**src/rtl/enq_ring_pkg.sv**
```systemverilog
`timescale 1ns/1ps
package enq_ring_pkg;
   typedef enum logic [1:0] {
      PM_IDX_UNCACHED = 2'd0,
      PM_IDX_CACHED   = 2'd1,
      PM_VALID_BIT    = 2'd2,
      PM_RSVD         = 2'd3
   } prod_mode_e;

   // verb byte flag position, used by the producer tracker
   localparam int VERB_FLAG_BIT = 7;
   // one ring slot spans 64 bytes of address space
   localparam int SLOT_SHIFT = 6;
endpackage

```
**src/rtl/erc_slot_array.sv**
```systemverilog
`timescale 1ns/1ps
module erc_slot_array
   import enq_ring_pkg::*;
#(
   parameter int DEPTH   = 8,
   parameter int ENTRY_W = 16,
   localparam int IDX_W  = $clog2(DEPTH)
) (
   input  logic               clk,
   input  logic               rst_n,
   input  logic               we_i,
   input  logic [IDX_W-1:0]   widx_i,
   input  logic [ENTRY_W-1:0] wdata_i,
   input  logic [IDX_W-1:0]   rd_idx_i,
   output logic [ENTRY_W-1:0] rd_data_o,
   input  logic [IDX_W-1:0]   flag_idx_i,
   output logic               flag_o
);
   logic [ENTRY_W-1:0] slot_q [DEPTH];

   for (genvar g = 0; g < DEPTH; g++) begin : g_slot
      always_ff @(posedge clk or negedge rst_n) begin
         if (!rst_n)
            slot_q[g] <= '0;
         else if (we_i && (widx_i == IDX_W'(g)))
            slot_q[g] <= wdata_i;
      end
   end

   assign rd_data_o = slot_q[rd_idx_i];
   assign flag_o    = slot_q[flag_idx_i][VERB_FLAG_BIT];
endmodule

```
**src/rtl/erc_prod_track.sv**
```systemverilog
`timescale 1ns/1ps
module erc_prod_track
   import enq_ring_pkg::*;
#(
   parameter int DEPTH  = 8,
   parameter bit HAS_VB = 1'b1,
   localparam int IDX_W  = $clog2(DEPTH),
   localparam int FILL_W = IDX_W + 1
) (
   input  logic              clk,
   input  logic              rst_n,
   input  prod_mode_e        mode_i,
   input  logic              idx_wr_i,
   input  logic              idx_path_i,
   input  logic [IDX_W-1:0]  idx_val_i,
   input  logic              head_flag_i,
   input  logic [IDX_W-1:0]  ci_i,
   output logic [IDX_W-1:0]  pi_o,
   output logic [FILL_W-1:0] fill_o
);
   localparam logic [IDX_W-1:0]  LAST_IDX = IDX_W'(DEPTH - 1);
   localparam logic [FILL_W-1:0] FILL_CAP = FILL_W'(DEPTH - 1);

   logic [IDX_W-1:0] pi_q;
   logic             pol_q;
   logic             idx_hit;
   logic             vb_adv;

   assign idx_hit = idx_wr_i &&
                    ((mode_i == PM_IDX_UNCACHED && !idx_path_i) ||
                     (mode_i == PM_IDX_CACHED   &&  idx_path_i));

   assign fill_o = {1'b0, pi_q - ci_i};
   assign pi_o   = pi_q;

   if (HAS_VB) begin : g_vb
      assign vb_adv = (mode_i == PM_VALID_BIT) && (head_flag_i == pol_q) &&
                      (fill_o < FILL_CAP);
   end else begin : g_no_vb
      logic unused_flag;
      assign unused_flag = head_flag_i;
      assign vb_adv      = 1'b0;
   end

   always_ff @(posedge clk or negedge rst_n) begin
      if (!rst_n) begin
         pi_q  <= '0;
         pol_q <= 1'b1;
      end else if (idx_hit) begin
         pi_q <= idx_val_i;
      end else if (vb_adv) begin
         pi_q <= pi_q + IDX_W'(1);
         if (pi_q == LAST_IDX)
            pol_q <= ~pol_q;
      end
   end

   // outside a matching index write the index modes hold the producer index
   p_idx_hold_r2: assert property (@(posedge clk) disable iff (!rst_n)
      ((mode_i == PM_IDX_UNCACHED && !(idx_wr_i && !idx_path_i)) ||
       (mode_i == PM_IDX_CACHED   && !(idx_wr_i &&  idx_path_i)))
      |=> $stable(pi_o));

   // a full ring in flag mode never moves the producer index
   p_full_stall_r7: assert property (@(posedge clk) disable iff (!rst_n)
      (mode_i == PM_VALID_BIT && fill_o == FILL_CAP) |=> $stable(pi_o));
endmodule

```
**src/rtl/erc_irq_gen.sv**
```systemverilog
`timescale 1ns/1ps
module erc_irq_gen #(
   parameter int CNT_W = 5
) (
   input  logic             clk,
   input  logic             rst_n,
   input  logic             thr_we_i,
   input  logic [CNT_W-1:0] thr_val_i,
   input  logic             clr_i,
   input  logic             issue_i,
   output logic             irq_o
);
   localparam logic [CNT_W-1:0] PEND_MAX = '1;

   logic [CNT_W-1:0] pend_q;
   logic [CNT_W-1:0] thr_q;

   always_ff @(posedge clk or negedge rst_n) begin
      if (!rst_n) begin
         pend_q <= '0;
         thr_q  <= '0;
      end else begin
         if (thr_we_i)
            thr_q <= thr_val_i;
         if (clr_i)
            pend_q <= CNT_W'(issue_i);
         else if (issue_i && pend_q != PEND_MAX)
            pend_q <= pend_q + CNT_W'(1);
      end
   end

   assign irq_o = (thr_q != '0) && (pend_q >= thr_q);

   // each issue adds one below saturation
   p_pend_step_r8: assert property (@(posedge clk) disable iff (!rst_n)
      (issue_i && !clr_i && pend_q != PEND_MAX) |=>
      pend_q == CNT_W'($past(pend_q) + CNT_W'(1)));

   // saturation holds without a clear
   p_pend_sat_r8: assert property (@(posedge clk) disable iff (!rst_n)
      (pend_q == PEND_MAX && !clr_i) |=> pend_q == PEND_MAX);

   // a clear leaves at most the same-cycle issue
   p_clear_r9: assert property (@(posedge clk) disable iff (!rst_n)
      clr_i |=> pend_q <= CNT_W'(1));
endmodule

```
**src/rtl/enq_ring_consumer.sv**
```systemverilog
`timescale 1ns/1ps
module enq_ring_consumer
   import enq_ring_pkg::*;
#(
   parameter int DEPTH   = 8,
   parameter int ENTRY_W = 16,
   parameter int CNT_W   = 5,
   parameter bit HAS_VB  = 1'b1,
   localparam int IDX_W  = $clog2(DEPTH),
   localparam int ADDR_W = IDX_W + SLOT_SHIFT,
   localparam int FILL_W = IDX_W + 1
) (
   input  logic               clk,
   input  logic               rst_n,
   input  logic [1:0]         mode_i,
   input  logic               ent_we_i,
   input  logic [ADDR_W-1:0]  ent_addr_i,
   input  logic [ENTRY_W-1:0] ent_data_i,
   input  logic               pi_wr_i,
   input  logic               pi_path_i,
   input  logic [IDX_W-1:0]   pi_val_i,
   input  logic               thr_we_i,
   input  logic [CNT_W-1:0]   thr_val_i,
   input  logic               irq_clr_i,
   output logic               cmd_valid_o,
   input  logic               cmd_ready_i,
   output logic [ENTRY_W-1:0] cmd_data_o,
   output logic [IDX_W-1:0]   ci_o,
   output logic [FILL_W-1:0]  fill_o,
   output logic [FILL_W-1:0]  avail_o,
   output logic               irq_o
);
   localparam logic [FILL_W-1:0] FILL_CAP = FILL_W'(DEPTH - 1);

   if (DEPTH < 2 || (DEPTH & (DEPTH - 1)) != 0) begin : g_bad_depth
      $error("DEPTH must be a power of two of at least 2");
   end
   if (ENTRY_W < 8) begin : g_bad_width
      $error("ENTRY_W must hold a full verb byte");
   end
   if (CNT_W <= IDX_W) begin : g_bad_cnt
      $error("CNT_W must exceed the index width");
   end

   prod_mode_e       mode;
   logic [IDX_W-1:0] ci_q;
   logic [IDX_W-1:0] pi;
   logic             head_flag;
   logic             fire;
   logic [SLOT_SHIFT-1:0] unused_addr_lo;

   assign mode           = prod_mode_e'(mode_i);
   assign unused_addr_lo = ent_addr_i[SLOT_SHIFT-1:0];

   erc_slot_array #(.DEPTH(DEPTH), .ENTRY_W(ENTRY_W)) u_slots (
      .clk        (clk),
      .rst_n      (rst_n),
      .we_i       (ent_we_i),
      .widx_i     (ent_addr_i[ADDR_W-1:SLOT_SHIFT]),
      .wdata_i    (ent_data_i),
      .rd_idx_i   (ci_q),
      .rd_data_o  (cmd_data_o),
      .flag_idx_i (pi),
      .flag_o     (head_flag)
   );

   erc_prod_track #(.DEPTH(DEPTH), .HAS_VB(HAS_VB)) u_prod (
      .clk         (clk),
      .rst_n       (rst_n),
      .mode_i      (mode),
      .idx_wr_i    (pi_wr_i),
      .idx_path_i  (pi_path_i),
      .idx_val_i   (pi_val_i),
      .head_flag_i (head_flag),
      .ci_i        (ci_q),
      .pi_o        (pi),
      .fill_o      (fill_o)
   );

   erc_irq_gen #(.CNT_W(CNT_W)) u_irq (
      .clk       (clk),
      .rst_n     (rst_n),
      .thr_we_i  (thr_we_i),
      .thr_val_i (thr_val_i),
      .clr_i     (irq_clr_i),
      .issue_i   (fire),
      .irq_o     (irq_o)
   );

   assign cmd_valid_o = (fill_o != '0);
   assign fire        = cmd_valid_o && cmd_ready_i;
   assign avail_o     = FILL_CAP - fill_o;
   assign ci_o        = ci_q;

   always_ff @(posedge clk or negedge rst_n) begin
      if (!rst_n)
         ci_q <= '0;
      else if (fire)
         ci_q <= ci_q + IDX_W'(1);
   end

   // one accepted transfer moves the consumer index by exactly one
   p_ci_step_r5: assert property (@(posedge clk) disable iff (!rst_n)
      fire |=> ci_o == IDX_W'($past(ci_o) + IDX_W'(1)));

   // a stalled command keeps its slot
   p_stall_hold_r6: assert property (@(posedge clk) disable iff (!rst_n)
      (cmd_valid_o && !cmd_ready_i) |=> $stable(ci_o));

   // nothing is accepted from an empty ring
   p_no_underflow_r5: assert property (@(posedge clk) disable iff (!rst_n)
      (fill_o == '0) |=> $stable(ci_o));
endmodule

```
**config.mk**
```make
export PLATFORM = sky130hd
export DESIGN_NAME = enq_ring_consumer
export DESIGN_NICKNAME = d
export VERILOG_FILES = /design/src/rtl/enq_ring_pkg.sv /design/src/rtl/erc_slot_array.sv /design/src/rtl/erc_prod_track.sv /design/src/rtl/erc_irq_gen.sv /design/src/rtl/enq_ring_consumer.sv
export SDC_FILE = /design/constraint.sdc
export NUM_CORES = 1
export LEC_CHECK = 0
export BUFFER_PORTS_ARGS = -buffer_cell sky130_fd_sc_hd__buf_4
export CAP_MARGIN = 20
export CORE_ASPECT_RATIO = 0.75
export CORE_MARGIN = 2
export CORE_UTILIZATION = 40
export DETAILED_ROUTE_END_ITERATION = 7
export PLACE_DENSITY_LB_ADDON = 0.2
export SYNTH_ARGS = -nofsm -noshare
export SYNTH_HDL_FRONTEND = slang
export SYNTH_SLANG_ARGS = --single-unit
```
**constraint.sdc**
```tcl
create_clock -name clk -period 6.07 [get_ports clk]
set_clock_uncertainty 0.05 [all_clocks]
set_input_delay 0.9105 -clock clk [delete_from_list [all_inputs] [get_ports clk]]
set_output_delay 0.9105 -clock clk [all_outputs]
set_load 0.02 [all_outputs]
```
== Word-level counts from Yosys, hierarchy flattened ==
Cells that the tools add are included.

* Flip-flop bits (word level): 145
* Input port bits: 43
* Output and inout bits: 29
* Word-level logic and storage cells: 73

* $add $sub $neg: 5
* Order comparisons: 4
* Equality and inequality tests: 12
* Mux-type cells: 10
* Bitwise gates (word level): 4
* Reductions and logical operators: 25

{| class="wikitable"
|+ Operator list
! operator !! number
|-
| 16-bit binary-select mux with 3-bit select || 2
|-
| 16-bit 2-to-1 mux || 2
|-
| 1-bit logical AND || 16
|-
| 8-bit 2-to-1 mux || 2
|-
| 3-bit equality test (second input constant) || 5
|-
| 5-bit 2-to-1 mux || 2
|-
| 4-bit >= comparator (second input constant) || 2
|-
| 3-bit NOT with 4-bit output || 2
|-
| 3-bit by 1-bit adder with 3-bit output (second input constant) || 2
|-
| 3-bit by 2-bit equality test with 1-bit output (second input constant) || 2
|-
| 3-bit 2-to-1 mux || 2
|-
| 5-bit by 1-bit adder with 5-bit output (second input constant) || 1
|-
| 5-bit >= comparator || 1
|-
| 5-bit != test (second input constant) || 1
|-
| 5-bit nonzero test || 1
|-
| 2-bit nonzero test || 2
|-
| 4-bit nonzero test || 1
|-
| 3-bit by 3-bit subtractor with 4-bit output (first input constant) || 1
|-
| 3-bit by 1-bit equality test with 1-bit output (second input constant) || 1
|-
| 3-bit logical NOT || 1
|-
| 3-bit < comparator (second input constant) || 1
|-
| 3-bit AND reduction || 1
|-
| 3-bit subtractor || 1
|-
| 2-bit by 1-bit equality test with 1-bit output (second input constant) || 1
|-
| 6 further kinds || 7
|}

== Depth between registers and ports, before layout ==
* Word-level depth: 9
* Gate-level depth with buffers: 11
* Gate-level depth less buffers: 11

== Hierarchy ==
From an unflattened synthesis, not the netlist that was laid out.

* Cell total of the unflattened synthesis: 442
* Area, all modules: 7043.0 um^2

{| class="wikitable"
|+ By module, submodules not included
! module !! instances !! cells each !! area each (um^2) !! seq. area each (um^2)
|-
| erc_slot_array || 1 || 339 || 5985.7 || 3203.1
|-
| erc_irq_gen || 1 || 55 || 548.0 || 250.2
|-
| erc_prod_track || 1 || 33 || 339.1 || 101.3
|-
| enq_ring_consumer || 1 || 15 || 170.2 || 75.1
|}

== Least setup slack after synthesis ==
Ideal clock, no wire load.

* Path kind: register -> output
* Start point: register ci_q[0] (netlist: ci_o[0])
* End point: output port cmd_valid_o
* Data arrival time: 2045 ps
* Required time: 5109 ps
* Slack: 3065 ps
* Stages on the path, launching flop included: 6
* Buffers on the path: 0
* Cells stage by stage: dfrtp_1 -> ha_1 -> fa_1 -> xor2_1 -> xnor2_1 -> nand3_1

* Longest elaborated chain between the ends: 2

{| class="wikitable"
|+ Ends and longest elaborated chain
! item !! RTL line !! source
|-
| start: declaration || enq_ring_consumer.sv:46 || <nowiki>logic [IDX_W-1:0] ci_q;</nowiki>
|-
| start signal: assignment || enq_ring_consumer.sv:99 || <nowiki>ci_q <= ci_q + IDX_W'(1);</nowiki>
|-
| 3-bit subtractor || erc_prod_track.sv:33 || <nowiki>assign fill_o = {1'b0, pi_q - ci_i};</nowiki>
|-
| 4-bit nonzero test || enq_ring_consumer.sv:90 || <nowiki>assign cmd_valid_o = (fill_o != '0);</nowiki>
|-
| end: declaration || enq_ring_consumer.sv:25 || <nowiki>output logic cmd_valid_o,</nowiki>
|}

Every way passes these cells.

== Worst setup path after layout ==
* Start point: register ci_q[0] (netlist: ci_o[0])
* End point: output port cmd_data_o[5]

* Longest elaborated chain between the ends: 4

{| class="wikitable"
|+ Ends and longest elaborated chain
! item !! RTL line !! source
|-
| 3-bit NOT with 4-bit output (implied by the code) || erc_slot_array.sv:30 || <nowiki>assign rd_data_o = slot_q[rd_idx_i];</nowiki>
|-
| 16-bit binary-select mux with 3-bit select || erc_slot_array.sv:30 ||
|-
| 16-bit 2-to-1 mux (implied by the code) (2 in a row) || erc_slot_array.sv:30 ||
|-
| end: declaration || enq_ring_consumer.sv:27 || <nowiki>output logic [ENTRY_W-1:0] cmd_data_o,</nowiki>
|}

Every way passes these cells. The select of a mux whose other input is x is not followed.

==> impl_results.md <==
- Status: complete, no violations
- Crit path launch type: register
- FMAX: 290.6 MHz
- Std cell rows: 41
- Number of max-cap violations: 0
- Hold Buf Count CTS: 0
- Pwr Density: 489.8 nW/um^2
- Post-DP HPWL: 8542 um
- CTS tree: done
- Sequential element share of the synthesized area: 52.95%
- R2R setup slack: 3520 ps
- Area share of fa/ha/maj cells after synthesis: 2.300%
- Initial antenna violation count: 0
- Critical path required time: 5110 ps
- WP data arrival: 2480 ps
- Commonest non-fill, non-tap cell in the layout: mux2_2
- Routed wire length: 14170 um
- Worst r2r src: u_prod.pi_o[0]
- Reg2Reg Capture Point: u_irq.pend_q[3]
- CP Launch Point: ci_o[0]
- Comb pwr share: 41.9%
- Post-synthesis mux area share: 36.05%
- Diodes inserted: 0
- Reg2Reg Depth: 11
- Final worst-path cycle share: 56.70%
- Met3 Use GR: 4.139%
- Leak: 3.561 nW
- Mapped Area: 6855 sq um
- Post-CTS sizing: 0
- Simple-gate share of the synthesized area: 3.541%
- Root Buffer: clkbuf_16
- Slew Viols, Final: 0
- Setup TNS: 0 ps
- Post-synthesis register bit count: 145
- Final Wtd Congestion: 0.7423
- Routed Antenna Nets: 0
- Peak supply drop: 0.3382 mV
- Setup repair bufs after CTS: 0
- Largest net degree at the start of global routing: 101
- Sw Pwr: 0.001385 W
- DR pass1 iterations: 4
- Int Power: 0.002602 W
- Layout Nets: 564
- Pre-CTS WS: 3027 ps
- Die Ht: 117.4 um
- Initial DRC Count: 161
- Ys Warns: 0
- Post-Syn Instances: 439
- Met2 Track Usage GR: 26.47%
- WL/cell: 19.22 um
- Die Wd: 155.2 um
- Main combinational cell family by area after synthesis: multiplexers
- GR peak layer: met2
- Compound-cell area share of the yosys netlist: 1.533%
- Grt total ovfl: 0
- Worst slew pin tran: 922.8 ps
- Core Area: 16770 sq um
- Count of cell types in the netlist: 40
- Area grow syn2layout: 18.74%
- Via/cell ratio: 5.290
- Clk pwr share: 24.8%
- Setup violators final: 0
- CP max FO: 34
- Commonest cells after routing, fill and taps aside: mux2_2, dfrtp_1, buf_4
- Hold crit path type: reg -> reg
- Maximum clock path buffer count: 2
- CP endpoint kind: output pin
- First-pass GRT wire length: 22870 um
- GR Layer Usage met1: 22.58%
- Sequential Power Share: 33.3%
- IO Count: 72
- Via count: 3899
- Type of the worst setup path: reg -> out
- Initial Util: 40.87%
- Sink Count: 145
- RSZ-0062 raised after global routing: no
- GRT Total Usage: 16.50%
- H-tree depth: 4
- Final worst slack: 2628 ps
- Synth Area per Inst: 15.62 sq um
- Final min period: 3442 ps
- Clock transition at path regs: 70 ps
- Final Hold Fails: 0
- CTS Buf Count: 17
- DRC violations left: 0
- Relative slew slack: 38.48%
- IO buf count: 63
- Synth Area in XOR/XNOR: 1.259%
- Share of layout cells above drive strength 1: 57.09%
- Die Area: 18210 sq um
- Vias in the first global route: 4198
- Setup crit end: cmd_data_o[5]
- Sw frac: 34.75%
- Latest clock arrival within the worst-skew pair: 410 ps
## flip-flops by register name, summed over array words and instances, names as in the netlist
signal / flops
u_slots.slot_q: 128
u_irq.pend_q: 5
u_irq.thr_q: 5
ci_o: 3
u_prod.pi_o: 3
u_prod.pol_q: 1
## worst min path at each step
stage / from / cells past startpoint / slack [ps] / endpoint
global route: u_slots.slot_q[11] / 1 / 460 / u_slots.slot_q[11]
floorplan: u_slots.slot_q[21] / 1 / 420 / u_slots.slot_q[21]
detailed placement: u_slots.slot_q[75] / 1 / 440 / u_slots.slot_q[75]
global placement: u_slots.slot_q[25] / 1 / 430 / u_slots.slot_q[25]
finish: u_slots.slot_q[70] / 1 / 450 / u_slots.slot_q[70]
CTS: u_slots.slot_q[75] / 1 / 450 / u_slots.slot_q[75]
## synth_stat cells
cell type | count | area share (%)
a21o_1 | 3 | 0.33
a21oi_1 | 3 | 0.22
and3_1 | 2 | 0.18
buf_1 | 1 | 0.055
buf_2 | 10 | 0.73
buf_4 | 2 | 0.22
clkbuf_1 | 12 | 0.66
conb_1 | 1 | 0.055
dfrtp_1 | 144 | 53
dfstp_2 | 1 | 0.38
fa_1 | 1 | 0.29
ha_1 | 11 | 2.0
inv_1 | 11 | 0.60
inv_2 | 1 | 0.055
mux2_1 | 1 | 0.16
mux2_2 | 146 | 24
mux2i_1 | 2 | 0.29
mux2i_4 | 1 | 0.33
mux4_1 | 2 | 0.77
mux4_2 | 32 | 11
nand2_1 | 8 | 0.44
nand2b_1 | 2 | 0.18
nand3_1 | 3 | 0.22
nand3_2 | 1 | 0.15
nand3b_1 | 1 | 0.11
nand4_1 | 2 | 0.18
nand4b_1 | 4 | 0.51
nand4b_4 | 1 | 0.35
nor2_1 | 7 | 0.38
nor2_2 | 1 | 0.091
nor3_2 | 2 | 0.29
nor3b_2 | 2 | 0.36
nor4_1 | 1 | 0.091
o21ai_0 | 4 | 0.29
o221ai_1 | 2 | 0.26
o31ai_4 | 1 | 0.31
o32ai_1 | 1 | 0.13
xnor2_1 | 4 | 0.51
xor2_1 | 4 | 0.51
xor2_2 | 1 | 0.24
## power groups by stage
stage          clock network (W)  logic [W]  registers (W)
2_1_floorplan                  0    0.00119        0.00131
3_3_place_gp                   0    0.00166        0.00133
3_5_place_dp                   0    0.00170        0.00134
4_1_cts                  0.00101    0.00170        0.00133
5_1_grt                  0.00106    0.00181        0.00135
6_report                0.000991    0.00167        0.00133
## layer usage
metal | wire length [um] | up-vias
li1 | - | 1762
met1 | 6875 | 2062
met2 | 6633 | 64
met3 | 521 | 11
met4 | 138 | 0
met5 | 0 | -
## critical path, cell delays in order, from the launching register on
cell     delay [ps]
dfrtp_2         380
buf_4           580
mux4_2          610
mux2_2          300
buf_4           160
## logic make-up (layout without fill, tap and decap cells)
kind of cell	count (synthesis)	after routing
buffers and inverters	37	119
AND/OR/NAND/NOR	37	37
flip-flops	145	145
other	1	2
XOR/XNOR	9	9
AO/OA/AOI/OAI	14	14
adder cells (fa/ha/maj)	12	12
multiplexers	184	184
## per-stage QoR
step / area [sq um] / hold slack (ps) / util, % / cells / power (W)
3_3_place_gp: 7582 / 431.4 / 45.20 / 705 / 0.002986
5_1_grt: 8140 / 462.0 / 48.53 / 737 / 0.004220
3_5_place_dp: 7582 / 438.2 / 45.20 / 705 / 0.003039
6_report: 8140 / 450.3 / 48.53 / 737 / 0.003987
4_1_cts: 8140 / 452.5 / 48.53 / 737 / 0.004041
2_1_floorplan: 6859 / 423.9 / - / 440 / 0.002492
## layout make-up
class / instances / area, sq um
well taps: 215 / 269.0
multi-input cells: 258 / 3070
fillers: 1424 / 8635
inverters: 12 / 45.04
clock buffers: 18 / 439.2
clock inverters: 14 / 118.9
flip-flops and latches: 145 / 3631
repair buffers: 75 / 566.8
No activity file was read; power rests on OpenSTA's default activity.
